[config.mk]
export PLATFORM = sky130hd
export DESIGN_NAME = pullup_pulse_ctrl
export DESIGN_NICKNAME = d
export VERILOG_FILES = /design/src/rtl/pullup_pulse_ctrl.sv
export SDC_FILE = /design/constraint.sdc
export NUM_CORES = 1
export LEC_CHECK = 0
export CORE_MARGIN = 4
export CORE_UTILIZATION = 55
export DETAILED_ROUTE_END_ITERATION = 8
export DONT_BUFFER_PORTS = 1
export PLACE_DENSITY = 0.79
export SYNTH_ARGS = -nofsm -noshare
export SYNTH_HDL_FRONTEND = slang
export SYNTH_SLANG_ARGS = --single-unit
[constraint.sdc]
create_clock -name clk -period 3.37 [get_ports clk]
set_clock_uncertainty 0.1 [all_clocks]
set_input_delay 0.8425 -clock clk [delete_from_list [all_inputs] [get_ports clk]]
set_output_delay 0.8425 -clock clk [all_outputs]
set_load 0.02 [all_outputs]
[src/rtl/pullup_pulse_ctrl.sv]
module pullup_pulse_ctrl #(
  parameter int CNT_W   = 16,
  parameter int PU_UNIT = 16,
  parameter int PP_UNIT = 64
) (
  input  logic       clk,
  input  logic       rst_n,
  input  logic       us_tick,
  input  logic       start,
  input  logic       sel_prog,
  input  logic [2:0] code,
  input  logic       arm,
  input  logic       fire,
  input  logic       host_stop,
  output logic       pullup_on,
  output logic       prog_on,
  output logic       armed,
  output logic       done
);

  typedef enum logic [1:0] {S_IDLE, S_ARMED, S_PULSE} state_t;

  state_t           state;
  logic             kind_q;
  logic             inf_q;
  logic [CNT_W-1:0] cnt;

  function automatic logic [CNT_W-1:0] dur_of(input logic p, input logic [2:0] c);
    if (p) return CNT_W'(PP_UNIT * (int'(c) + 1));
    else   return CNT_W'(PU_UNIT << c);
  endfunction

  wire req_inf  = sel_prog ? (code == 3'd7) : (code >= 3'd6);
  wire last_tk  = !inf_q && us_tick && (cnt == CNT_W'(1));
  wire finish   = (state == S_PULSE) && (host_stop || last_tk);

  always_ff @(posedge clk) begin
    if (!rst_n) begin
      state  <= S_IDLE;
      kind_q <= 1'b0;
      inf_q  <= 1'b0;
      cnt    <= '0;
      done   <= 1'b0;
    end else begin
      done <= 1'b0;
      case (state)
        S_IDLE: if (start) begin
          kind_q <= sel_prog;
          inf_q  <= req_inf;
          cnt    <= dur_of(sel_prog, code);
          state  <= arm ? S_ARMED : S_PULSE;
        end
        S_ARMED: begin
          if (host_stop)  state <= S_IDLE;
          else if (fire)  state <= S_PULSE;
        end
        S_PULSE: begin
          if (finish) begin
            state <= S_IDLE;
            done  <= 1'b1;
          end else if (us_tick && !inf_q) begin
            cnt <= cnt - CNT_W'(1);
          end
        end
        default: state <= S_IDLE;
      endcase
    end
  end

  assign pullup_on = (state == S_PULSE) && !kind_q;
  assign prog_on   = (state == S_PULSE) &&  kind_q;
  assign armed     = (state == S_ARMED);

  p_excl_r8: assert property (@(posedge clk) disable iff (!rst_n)
    !(pullup_on && prog_on));

  p_start_r2: assert property (@(posedge clk) disable iff (!rst_n)
    (state == S_IDLE && start && !arm) |=> (pullup_on != prog_on));

  p_stop_r7: assert property (@(posedge clk) disable iff (!rst_n)
    ((pullup_on || prog_on) && host_stop) |=> (done && !pullup_on && !prog_on));

  p_done_r6: assert property (@(posedge clk) disable iff (!rst_n)
    done |-> ($past(state) == S_PULSE && !pullup_on && !prog_on));

  p_done_once_r6: assert property (@(posedge clk) disable iff (!rst_n)
    done |=> !done);

  p_cnt_r3: assert property (@(posedge clk) disable iff (!rst_n)
    (state == S_PULSE && !inf_q) |-> (cnt != '0));

  p_arm_stop_r11: assert property (@(posedge clk) disable iff (!rst_n)
    (armed && host_stop) |=> (!armed && !done && !pullup_on && !prog_on));

endmodule

# [After elaboration in Yosys (flattened, before gate mapping)]
# Cells that the tools add are included.
[word_totals] output_inout_bits=4 regBits=21 input_bits=11
[classes] eq_ne=9 n_lt_le_gt_ge=1 mux=13 reduce_logical=14 n_addsub=2 shifts=1
[ops] cell="$mux 16" n=4
[ops] cell="$pmux 16 s2" n=1
[ops] cell="$eq 16x1->1 const B" n=1
[ops] cell="$shl 5x3->16 const A" n=1
[ops] cell="$sub 16x1->16 const B" n=1
[ops] cell="$mux 2" n=5
[ops] cell="$ne 2x2->1 const B" n=4
[ops] cell="$pmux 2 s3" n=1
[ops] cell="$logic_and 1x1->1" n=5
[ops] cell="$add 3x1->4 const B" n=1
[ops] cell="$reduce_and 2->1" n=2
[ops] cell="$reduce_and 4->1" n=1
[ops] cell="$eq 3x3->1 const B" n=1
[ops] cell="$ge 3x3->1 const B" n=1
[ops] cell="$ne 3x3->1 const B" n=1
[ops] cell="$reduce_and 3->1" n=1
[ops] cell="$eq 2x1->1 const B" n=1
[ops] cell="$eq 2x2->1 const B" n=1
[ops] cell="$logic_not 1->1" n=2
[ops] cell="$logic_not 2->1" n=1
[ops] cell="$mux 1" n=2
[ops] cell="$reduce_bool 2->1" n=1
[ops] cell="$logic_or 1x1->1" n=1

# [Longest topological paths before layout]
[logic_depth] word_depth=7 ltp_mapped=8 ltp_nobuf=7

# [Least setup slack after synthesis]
# Ideal clock, no wire load.
[synth_path] kind="register to output" startpoint="reg state[1]" endpoint="out prog_on" stages_incl_launch_ff=6 arrival_ns=1.330 path_buffers=3 slack_ns=1.097 t_required_ns=2.428 path_cell_list="dfxtp_1 -> buf_2 -> nor2b_1 -> clkbuf_1 -> clkbuf_1 -> and2_1"
[synth_between] elab_chain_len=2
[synth_lines] element="start: declaration" line="23" rtl="state_t state;"
[synth_lines] element="start signal: assignment" line="51" rtl="state <= arm ? S_ARMED : S_PULSE;"
[synth_lines] element="$eq 2x2->1" line="71" rtl="assign prog_on = (state == S_PULSE) && kind_q;"
[synth_lines] element="$logic_and 1x1->1" line="71"
[synth_lines] element="end: declaration" line="16" rtl="output logic prog_on,"
# No other way between the ends.

# [Final worst setup path]
# Same ends and word-level chain as after synthesis.

==> results_dict.tcl <==
set metrics [dict create \
    status "completed" \
    grt_antenna_before_repair 0 \
    maxCapViolations 0 \
    power_density_nw_per_um2 377 \
    wl_met1_um 1410 \
    yosysSeqAreaShare_pct 29.5 \
    gp_congestion 0.835 \
    synth_edf_count 0 \
    clkLatencyLatePin_ps 300 \
    r2r_end "cnt[12]" \
    cp-end-kind "output pin" \
    cts_buffers 3 \
    routedWlPerCell_um 15.5 \
    clock_path_buffers 2 \
    vdd.ir_drop.worst_mv 0.271 \
    crit_type "reg2out" \
    grt.overflow.total 0 \
    slew-limit-headroom_pct 63.1 \
    final_net_count 198 \
    r2r_slack_ps 1270 \
    cts_setup_buffers 0 \
    routed_wl_um 3220 \
    p_leak_nw 0.539 \
    finalSetupTns_ps 0 \
    grt_pass1_wl_um 5570 \
    power_frac_seq_pct 50.3 \
    slew_viol_final 0 \
    combPwrFrac_pct 27.8 \
    clock_sinks 21 \
    die_area_um2 3470 \
    drt_iter0_drc 80 \
    synth_fp_nets 202 \
    min_from "cnt[1]" \
    period_needed_ps 2420 \
    mostFrequentLayoutCell "dfxtp_1" \
    dpl_worst_slack_ps 1020 \
    ys_types 46 \
    slowest_stage "dfxtp_1" \
    io-pin-count 15 \
    slowest_delay_ps 500 \
    synthToLayoutAreaGrowth_pct 2.46 \
    netlist_top_cells_area "dfxtp_1 (29%), ha_1 (7.0%), a21oi_1 (6.3%)" \
    avgSynthCellArea_um2 7.79 \
    die_y_um 58.9 \
    synth_seq_cells 21 \
    track_usage_pct 20.3 \
    routed-wl-met2_um 1590 \
    required_ps 2430 \
    drive_gt1_share_pct 8.43 \
    reg2regPathDepth 7 \
    clkSlewWorstSetupHoldPaths_ps 110 \
    synth_top_cell_area_share_pct 29.5 \
    r2r-start "cnt[1]" \
    wl_met3_um 182 \
    worstPathArrival_ps 1480 \
    hold_viol_final 0 \
    n_antenna_cell 0 \
    root_buffer "clkbuf_4" \
    core_region_area_um2 2480 \
    fin_cells 208 \
    dr.pass1.iters 4 \
    start_kind "register" \
    min_to "cnt[1]" \
    detailed_place_hpwl_um 2360 \
    cts_resized 0 \
    synthesis.area_um2 1430 \
    io_buffers 0 \
    grt_max_degree 21 \
    p_int_mw 0.369 \
    setup_viol 0 \
    synth_cells 183 \
    grt_setup_unrepaired "no" \
    synth_ff_type "dfxtp_1" \
    drc_errors 0 \
    swShare_pct 32.9 \
    p_sw_mw 0.181 \
    top_layer "met4" \
    min_path_cells 2 \
    clock.fmax_mhz 413 \
    cts_hold_buf 0 \
    dp_cells 204 \
    path_max_fanout 17 \
    synth_area_leader_cell "dfxtp_1" \
    fp-row-count 18 \
    worst_slack_ps 949 \
    fillers 231 \
    worst_pin_slew_ps 553 \
    via_per_inst 6.52 \
    htreeDepth 1 \
    cp_cell_sequence "nor2b_1 -> buf_4 -> and2_1" \
    hp-class "reg2reg" \
    chipWidth_um 58.9 \
    min_period_over_period_pct 71.8 \
    postRouteAntennaNets 0 \
    postLayoutCoreUtil_pct 59.0 \
    grt_pass1_vias 1300 \
    cts_tree "built" \
    yosysWarnings 0 \
    clockPowerShare_pct 21.9 \
    layout_common_cells "dfxtp_1 (21), nand2_1 (18), a21oi_1 (18)" \
    initial_utilization_pct 57.6 \
    synthArstFlopShare_pct 0 \
    vias 1356 \
]
-- logic make-up (layout without fill, tap and decap cells) --
group	count (synthesis)	after routing	share of synthesized area [%]
adder cells (fa/ha/maj)	8	8	7.02
AO/OA/AOI/OAI	55	55	25.1
buffers and inverters	20	15	5.70
flip-flops	21	21	29.5
multiplexers	4	4	2.89
AND/OR/NAND/NOR	75	75	29.8
-- power groups by stage --
stage / clock network, mW / logic, mW / registers [mW]
after floorplan: 0 / 0.128 / 0.276
after global placement: 0 / 0.145 / 0.281
after detailed placement: 0 / 0.152 / 0.282
after CTS: 0.126 / 0.152 / 0.276
after global routing: 0.133 / 0.170 / 0.279
final: 0.121 / 0.153 / 0.277
-- worst max path at each step --
stage               startpoint      end  slack, ps  depth (start not counted)
floorplan             state[1]  prog_on       1100                          5
global placement     host_stop  cnt[12]       1090                          5
global route          state[1]  prog_on        870                          3
CTS                   state[1]  prog_on        940                          3
finish                state[1]  prog_on        950                          3
detailed placement   host_stop  cnt[12]       1020                          5
-- cell usage after synthesis, types with 3 or more instances --
library cell  count
a21oi_1          18
a31oi_1           4
buf_2             5
clkbuf_1          5
dfxtp_1          21
ha_1              8
inv_1             8
mux2i_1           3
nand2_1          18
nand3_1           6
nor2_1           14
nor2b_1           4
nor3_1            7
nor3b_1           4
o21ai_0          12
o22ai_1           3
o31ai_1           3
or3_1             3
-- registers in the layout (all words and copies together) (netlist names) --
| signal | cells |
|---|---|
| cnt | 16 |
| done | 1 |
| inf_q | 1 |
| kind_q | 1 |
| state | 2 |
-- cell type report --
class | count | area, um2 | area share (%)
sequential | 21 | 420 | 28.8
clock buffer | 4 | 26.3 | 1.80
inverter | 8 | 30.0 | 2.05
tap | 30 | 37.5 | 2.57
multi-input combinational | 142 | 925 | 63.3
timing repair buffer | 3 | 22.5 | 1.54
-- metrics by stage --
| step | hold WS [ps] | cell area [um2] | total power, mW |
|---|---|---|---|
| finish | 395 | 1460 | 0.550 |
| global route | 441 | 1460 | 0.583 |
| CTS | 396 | 1460 | 0.555 |
| detailed placement | 379 | 1440 | 0.434 |
| global placement | 371 | 1440 | 0.426 |
| floorplan | 358 | 1430 | 0.404 |
-- layer usage --
layer / GRT usage (%) / up-vias
met5: 0 / -
li1: - / 661
met1: 24.3 / 646
met3: 4.39 / 8
met2: 36.3 / 41
met4: 5.83 / 0
-- critical path, delay by kind of cell, from the launching register on --
| kind | cells | cell delay, ps |
|---|---|---|
| flops | 1 | 500 |
| simple gates | 2 | 450 |
| buf+inv | 1 | 230 |
Note: power is estimated with default switching activity, not from simulation.
